[src/rtl/chain_read_pkg.sv]
package chain_read_pkg;
  typedef enum logic [1:0] {
    ST_COUNT = 2'd0,
    ST_QUIET = 2'd1,
    ST_XFER  = 2'd2,
    ST_DONE  = 2'd3
  } seqState_t;

  typedef struct packed {
    logic load;     // prime divider and shift registers
    logic run;      // serial transfer active
    logic publish;  // result words are complete
  } seqStrobe_t;
endpackage

[src/rtl/chain_read_ctrl.sv]
module chain_read_ctrl
  import chain_read_pkg::*;
#(
  parameter int DECIM_N    = 4,
  parameter int PERIOD_CYC = 288
) (
  input  logic       clk,
  input  logic       rstN,
  input  logic       drdyN,
  input  logic       bitsDone,
  output seqStrobe_t strobe,
  output logic       startPin,
  output logic       csN
);
  localparam int EV_W  = (DECIM_N > 2) ? $clog2(DECIM_N) : 1;
  localparam int TMR_W = (PERIOD_CYC > 1) ? $clog2(PERIOD_CYC) : 1;
  localparam logic [EV_W-1:0]  LAST_EV  = EV_W'(DECIM_N - 2);
  localparam logic [TMR_W-1:0] LAST_TMR = TMR_W'(PERIOD_CYC - 1);

  seqState_t       state;
  logic [2:0]      syncQ;
  logic [EV_W-1:0] evCnt;
  logic [TMR_W-1:0] quietTmr;
  logic            readyFall;
  logic            quietOver;

  // two synchroniser stages plus one edge stage
  always_ff @(posedge clk or negedge rstN) begin
    if (!rstN) syncQ <= 3'b111;
    else       syncQ <= {syncQ[1:0], drdyN};
  end

  assign readyFall = syncQ[2] & ~syncQ[1];
  assign quietOver = (state == ST_QUIET) && (quietTmr == LAST_TMR);

  always_ff @(posedge clk or negedge rstN) begin
    if (!rstN) begin
      state    <= ST_COUNT;
      evCnt    <= '0;
      quietTmr <= '0;
    end else begin
      unique case (state)
        ST_COUNT: if (readyFall) begin
          if (evCnt == LAST_EV) begin
            state    <= ST_QUIET;
            quietTmr <= '0;
          end else begin
            evCnt <= evCnt + 1'b1;
          end
        end
        ST_QUIET: begin
          quietTmr <= quietTmr + 1'b1;
          if (quietOver) state <= ST_XFER;
        end
        ST_XFER: if (bitsDone) state <= ST_DONE;
        ST_DONE: begin
          state <= ST_COUNT;
          evCnt <= '0;
        end
        default: state <= ST_COUNT;
      endcase
    end
  end

  always_comb begin
    strobe         = '0;
    strobe.load    = quietOver;
    strobe.run     = (state == ST_XFER);
    strobe.publish = (state == ST_DONE);
  end

  assign startPin = (state == ST_COUNT) || (state == ST_DONE);
  assign csN      = (state != ST_XFER);
endmodule

[src/rtl/chain_read_dp.sv]
module chain_read_dp
  import chain_read_pkg::*;
#(
  parameter int               CMD_W    = 8,
  parameter logic [CMD_W-1:0] READ_CMD = 8'h12,
  parameter int               NUM_DEV  = 4,
  parameter int               WORD_W   = 32,
  parameter int               SCLK_DIV = 2
) (
  input  logic                      clk,
  input  logic                      rstN,
  input  seqStrobe_t                strobe,
  input  logic                      miso,
  output logic                      sclk,
  output logic                      mosi,
  output logic                      bitsDone,
  output logic [NUM_DEV*WORD_W-1:0] wordsOut,
  output logic                      wordsValid
);
  localparam int RX_W  = NUM_DEV * WORD_W;
  localparam int TOTAL = CMD_W + RX_W;
  localparam int BIT_W = $clog2(TOTAL + 1);
  localparam int DIV_W = $clog2(SCLK_DIV + 1);
  localparam logic [DIV_W-1:0] DIV_END  = DIV_W'(SCLK_DIV - 1);
  localparam logic [BIT_W-1:0] LAST_BIT = BIT_W'(TOTAL - 1);

  logic [DIV_W-1:0] divCnt;
  logic [BIT_W-1:0] bitCnt;
  logic [CMD_W-1:0] cmdReg;
  logic [RX_W-1:0]  rxReg;
  logic             sclkR, mosiR, halfEnd;

  assign halfEnd = strobe.run && (divCnt == DIV_END);

  always_ff @(posedge clk or negedge rstN) begin
    if (!rstN) begin
      divCnt <= '0;
      bitCnt <= '0;
      cmdReg <= '0;
      rxReg  <= '0;
      sclkR  <= 1'b0;
      mosiR  <= 1'b0;
    end else if (strobe.load) begin
      divCnt <= '0;
      bitCnt <= '0;
      cmdReg <= READ_CMD;
      sclkR  <= 1'b0;
      mosiR  <= 1'b0;
    end else if (strobe.run) begin
      if (halfEnd) begin
        divCnt <= '0;
        sclkR  <= ~sclkR;
        if (!sclkR) begin
          mosiR  <= cmdReg[CMD_W-1];
          cmdReg <= {cmdReg[CMD_W-2:0], 1'b0};
        end else begin
          rxReg  <= {rxReg[RX_W-2:0], miso};
          bitCnt <= bitCnt + 1'b1;
        end
      end else begin
        divCnt <= divCnt + 1'b1;
      end
    end else begin
      sclkR <= 1'b0;
      mosiR <= 1'b0;
    end
  end

  assign bitsDone = halfEnd && sclkR && (bitCnt == LAST_BIT);

  // first received group lands in word 0
  for (genvar g = 0; g < NUM_DEV; g++) begin : gWord
    assign wordsOut[g*WORD_W +: WORD_W] = rxReg[RX_W-1-g*WORD_W -: WORD_W];
  end

  assign wordsValid = strobe.publish;
  assign sclk       = sclkR;
  assign mosi       = mosiR;
endmodule

[src/rtl/chain_read_seq.sv]
module chain_read_seq
  import chain_read_pkg::*;
#(
  parameter int         DECIM_N    = 4,
  parameter int         PERIOD_CYC = 288,
  parameter int         SCLK_DIV   = 2,
  parameter logic [7:0] READ_CMD   = 8'h12
) (
  input  logic         clk,
  input  logic         rstN,
  input  logic         drdyN,
  input  logic         miso,
  output logic         startPin,
  output logic         csN,
  output logic         sclk,
  output logic         mosi,
  output logic [127:0] wordsOut,
  output logic         wordsValid
);
  seqStrobe_t strobe;
  logic       bitsDone;

  chain_read_ctrl #(.DECIM_N(DECIM_N), .PERIOD_CYC(PERIOD_CYC)) uCtrl (
    .clk(clk), .rstN(rstN), .drdyN(drdyN), .bitsDone(bitsDone),
    .strobe(strobe), .startPin(startPin), .csN(csN)
  );

  chain_read_dp #(.CMD_W(8), .READ_CMD(READ_CMD), .NUM_DEV(4), .WORD_W(32),
                  .SCLK_DIV(SCLK_DIV)) uDp (
    .clk(clk), .rstN(rstN), .strobe(strobe), .miso(miso),
    .sclk(sclk), .mosi(mosi), .bitsDone(bitsDone),
    .wordsOut(wordsOut), .wordsValid(wordsValid)
  );
endmodule

[config.mk]
export PLATFORM = sky130hd
export DESIGN_NAME = chain_read_seq
export DESIGN_NICKNAME = d
export VERILOG_FILES = /design/src/rtl/chain_read_pkg.sv /design/src/rtl/chain_read_ctrl.sv /design/src/rtl/chain_read_dp.sv /design/src/rtl/chain_read_seq.sv
export SDC_FILE = /design/constraint.sdc
export NUM_CORES = 1
export LEC_CHECK = 0
export CORE_MARGIN = 1
export CORE_UTILIZATION = 40
export DETAILED_ROUTE_END_ITERATION = 10
export GPL_TIMING_DRIVEN = 1
export PLACE_DENSITY = 0.66
export SKIP_LAST_GASP = 1
export SLEW_MARGIN = 10
export SYNTH_ARGS = -nofsm -noshare
export SYNTH_HDL_FRONTEND = slang
export SYNTH_SLANG_ARGS = --single-unit
[constraint.sdc]
create_clock -name clk -period 2.9 [get_ports clk]
set_clock_uncertainty 0.2 [all_clocks]
set_input_delay 0.58 -clock clk [delete_from_list [all_inputs] [get_ports clk]]
set_output_delay 0.58 -clock clk [all_outputs]
set_load 0.05 [all_outputs]
==> results.py <==
metrics = {
    "floorplanning": {
        "die_area_um2": 18170,
        "pin_count": 137,
        "dieWidth_um": 134.8,
        "core_um2": 17240,
        "initial_core_util_pct": 40.93,
        "num_rows": 48,
        "fp.dieH_um": 134.8,
    },
    "power": {
        "p_leak_nw": 4.511,
        "p_comb_share_pct": 16.7,
        "power.share.sequential_pct": 45.2,
        "power.share.clock_pct": 38.1,
        "irDropWorstVdd_v": 0.0006414,
        "p_int_mw": 3.945,
        "netSwitchingFraction_pct": 27.83,
        "fin_total_pwr_mw": 5.467,
        "power.density_nw_per_um2": 601.4,
        "p_sw_mw": 1.522,
    },
    "critical_path": {
        "max_stage_delay_ns": 0.84,
        "crit_fanout": 4,
        "worstPathRequired_ns": 2.12,
        "cp.arrival_ns": 1.90,
        "cp-start-kind": "flop",
        "worstReg2RegEnd": "uCtrl.state[1]",
        "r2r_cells": 7,
        "crit-reg2reg-launch": "uCtrl.state[0]",
        "critical_path.slowest_cell": "clkdlybuf4s50_1",
        "worst-path-buf-inv": 1,
        "critPathTopFamily": "buffers and inverters",
        "crit_chain": "ha_1 -> clkdlybuf4s50_1",
        "path_class": "reg2out",
        "reg2reg_slack_ns": 0.43,
        "worstSetupEndpointType": "output port",
    },
    "clock_network": {
        "clockBufferDepth": 2,
        "clk_pin_slew_worst_paths_ns": 0.06,
        "h-tree-depth": 4,
        "cts_root_buf": "clkbuf_16",
        "clkLatencyLatePin_ns": 0.42,
        "postCtsSetupBuffers": 0,
        "cts_buffers": 17,
        "cts_tree": "built",
        "clkSinkCount": 163,
    },
    "global_route": {
        "grt_pass1_vias": 4021,
        "antenna_found_initial": 0,
        "grt_max_degree": 62,
        "overflow": 0,
        "grt_pass1_wl_mm": 21.76,
        "grt.total_usage_pct": 15.46,
    },
    "logic_synthesis": {
        "synthArstFlopShare_pct": 100.0,
        "synth_edf_count": 0,
        "ys.flop_type": "dfrtp_1",
        "ys_ff_latch": 163,
        "syn-cell-area_um2": 7054,
        "syn_inst": 442,
        "ys_warn_count": 0,
        "seq_area_frac_synth_pct": 57.88,
        "syn_nets": 454,
        "syn_area_per_cell_um2": 15.96,
        "ys_types": 47,
    },
    "worst_hold_path": {
        "hold_end": "uCtrl.syncQ[1]",
        "hold_depth": 0,
        "hold_path_class": "reg2reg",
        "worstHoldStart": "uCtrl.syncQ[0]",
    },
    "routing": {
        "finalWirelength_mm": 13.25,
        "vias": 4013,
        "wl_per_cell_um": 16.18,
        "drc": 0,
        "firstDrtPassIters": 4,
        "antenna_left": 0,
        "via_per_inst": 4.900,
        "drtIter0Drc": 188,
    },
    "outcome": {
        "status": "complete, no violations",
    },
    "sta": {
        "fmax_mhz": 372.8,
        "hold_violations": 0,
        "finalCritPeriodShare_pct": 92.49,
        "rsz0062_at_grt": "no",
        "min_period_ns": 2.682,
        "finalSetupViolCount": 0,
        "tightest_slew_ns": 0.7687,
        "setup-tns-final_ns": 0,
        "fin_ws_ns": 0.2179,
        "slew_viol_final": 0,
        "slew_headroom_pct": 48.64,
    },
    "layout": {
        "drive_above_1_share_pct": 29.12,
        "antenna_cells": 0,
        "post-route-util_pct": 52.74,
        "finalNetCount": 596,
        "syn_to_final_growth_pct": 28.86,
        "final_cell_area_um2": 9090,
    },
    "place": {
        "dp.final_hpwl_mm": 8.897,
        "place_ws_ns": 0.4439,
        "gp_congestion": 0.7896,
        "placed_area_um2": 8528,
        "port_buffers": 136,
    },
    "run": {
        "maxCapViolCount": 0,
    },
}
-- timing repair --
item,4_1_cts,5_1_grt
resized for setup,1,1
endpoints found under the hold margin,59,0
pin swaps,0,0
setup endpoints to repair,1,1
hold buffers,1,0
-- power by group through the flow --
stage | registers [mW] | clock network (mW) | logic [mW]
detailed placement | 2.51 | 0 | 0.922
global route | 2.48 | 2.26 | 0.997
floorplan | 2.56 | 0 | 0.640
global placement | 2.50 | 0 | 0.891
finish | 2.47 | 2.08 | 0.913
CTS | 2.47 | 2.15 | 0.923
-- worst max path at each step --
stage                        start             to  slack (ns)  cells past startpoint
floorplan           uCtrl.state[0]  uDp.rxReg[10]        0.77                      9
global placement    uCtrl.state[0]            csN        0.47                      4
detailed placement  uCtrl.state[0]            csN        0.44                      4
CTS                 uCtrl.state[0]       startPin        0.02                      4
global route        uCtrl.state[1]     wordsValid        0.15                      2
finish              uCtrl.state[0]     wordsValid        0.22                      2
-- cells in the final DEF (no fill, tap or decap), types with 3 or more instances in the layout --
master / Yosys / layout
nand3_1: 9 / 9
clkbuf_16: 0 / 17
or3_1: 3 / 3
clkdlybuf4s50_1: 0 / 133
and3_1: 4 / 4
clkbuf_8: 0 / 3
buf_12: 10 / 5
o21ai_0: 5 / 5
nor2_1: 16 / 16
ha_1: 8 / 8
mux2_2: 28 / 28
clkinv_2: 0 / 3
a21oi_1: 6 / 6
dfrtp_1: 160 / 160
mux2_4: 101 / 101
clkinvlp_4: 0 / 4
nand2_1: 19 / 19
dfstp_2: 3 / 3
mux2i_1: 6 / 6
xnor2_1: 9 / 9
nand4_1: 3 / 3
inv_1: 8 / 8
xor2_1: 3 / 3
-- sequential cells by signal, summed over array words and instances (netlist names) --
signal / count
uCtrl.evCnt: 2
uCtrl.quietTmr: 9
uCtrl.state: 2
uCtrl.syncQ: 3
uDp.bitCnt: 8
uDp.cmdReg: 7
uDp.divCnt: 2
uDp.mosi: 1
uDp.rxReg: 128
uDp.sclk: 1
-- stage by stage --
step | cells | hold WS, ns
global placement | 789 | 0.1472
global route | 819 | 0.1577
floorplan | 442 | 0.08441
detailed placement | 789 | 0.1468
CTS | 819 | 0.1557
finish | 819 | 0.1556
-- cell type report --
type                            instances  area [µm²]
Fill cell                            1418        8147
Sequential cell                       163        4083
Multi-Input combinational cell        251        2664
Timing Repair Buffer                  143        1481
Clock buffer                           20       466.7
Tap cell                              225       281.5
Clock inverter                          9       83.83
Inverter                                8       30.03
-- cell families (layout without fill, tap and decap cells) --
| group | Yosys count | count (layout) | share of synthesized area (%) |
|---|---|---|---|
| compound gates | 23 | 23 | 2.359 |
| xor+xnor | 12 | 12 | 1.490 |
| fa+ha+maj | 8 | 8 | 1.419 |
| buf+inv | 28 | 180 | 4.487 |
| flops | 163 | 163 | 57.88 |
| mux | 135 | 135 | 26.82 |
| simple gates | 73 | 73 | 5.552 |
-- cell usage after synthesis (2+ instances only) --
cell / instances / share of area [%]
nand4b_1: 2 / 0.25
a211oi_1: 2 / 0.21
and2_1: 2 / 0.18
inv_1: 8 / 0.43
o22ai_1: 2 / 0.18
nand2b_1: 2 / 0.18
dfrtp_1: 160 / 57
nand2_1: 19 / 1.0
a21oi_1: 6 / 0.43
ha_1: 8 / 1.4
xnor2_1: 9 / 1.1
nand3_1: 9 / 0.64
nor2_1: 16 / 0.85
o21ai_0: 5 / 0.35
nand3b_1: 2 / 0.21
nand4_1: 3 / 0.27
nor3b_1: 2 / 0.21
xor2_1: 3 / 0.37
buf_2: 2 / 0.14
mux2_2: 28 / 4.5
mux2i_1: 6 / 0.85
and3_1: 4 / 0.35
buf_12: 10 / 2.8
dfstp_2: 3 / 1.1
nor3_1: 2 / 0.14
buf_6: 4 / 0.64
or3_1: 3 / 0.27
mux2_4: 101 / 21
-- per-layer routing --
layer	vias to the layer above	global-route usage, %	share of wire [%]
li1	1846	-	-
met1	2040	22.04	50
met3	19	4.617	4.9
met4	0	6.367	1.6
met5	-	0	0
met2	108	21.85	44
No activity file was read; power rests on OpenSTA's default activity.
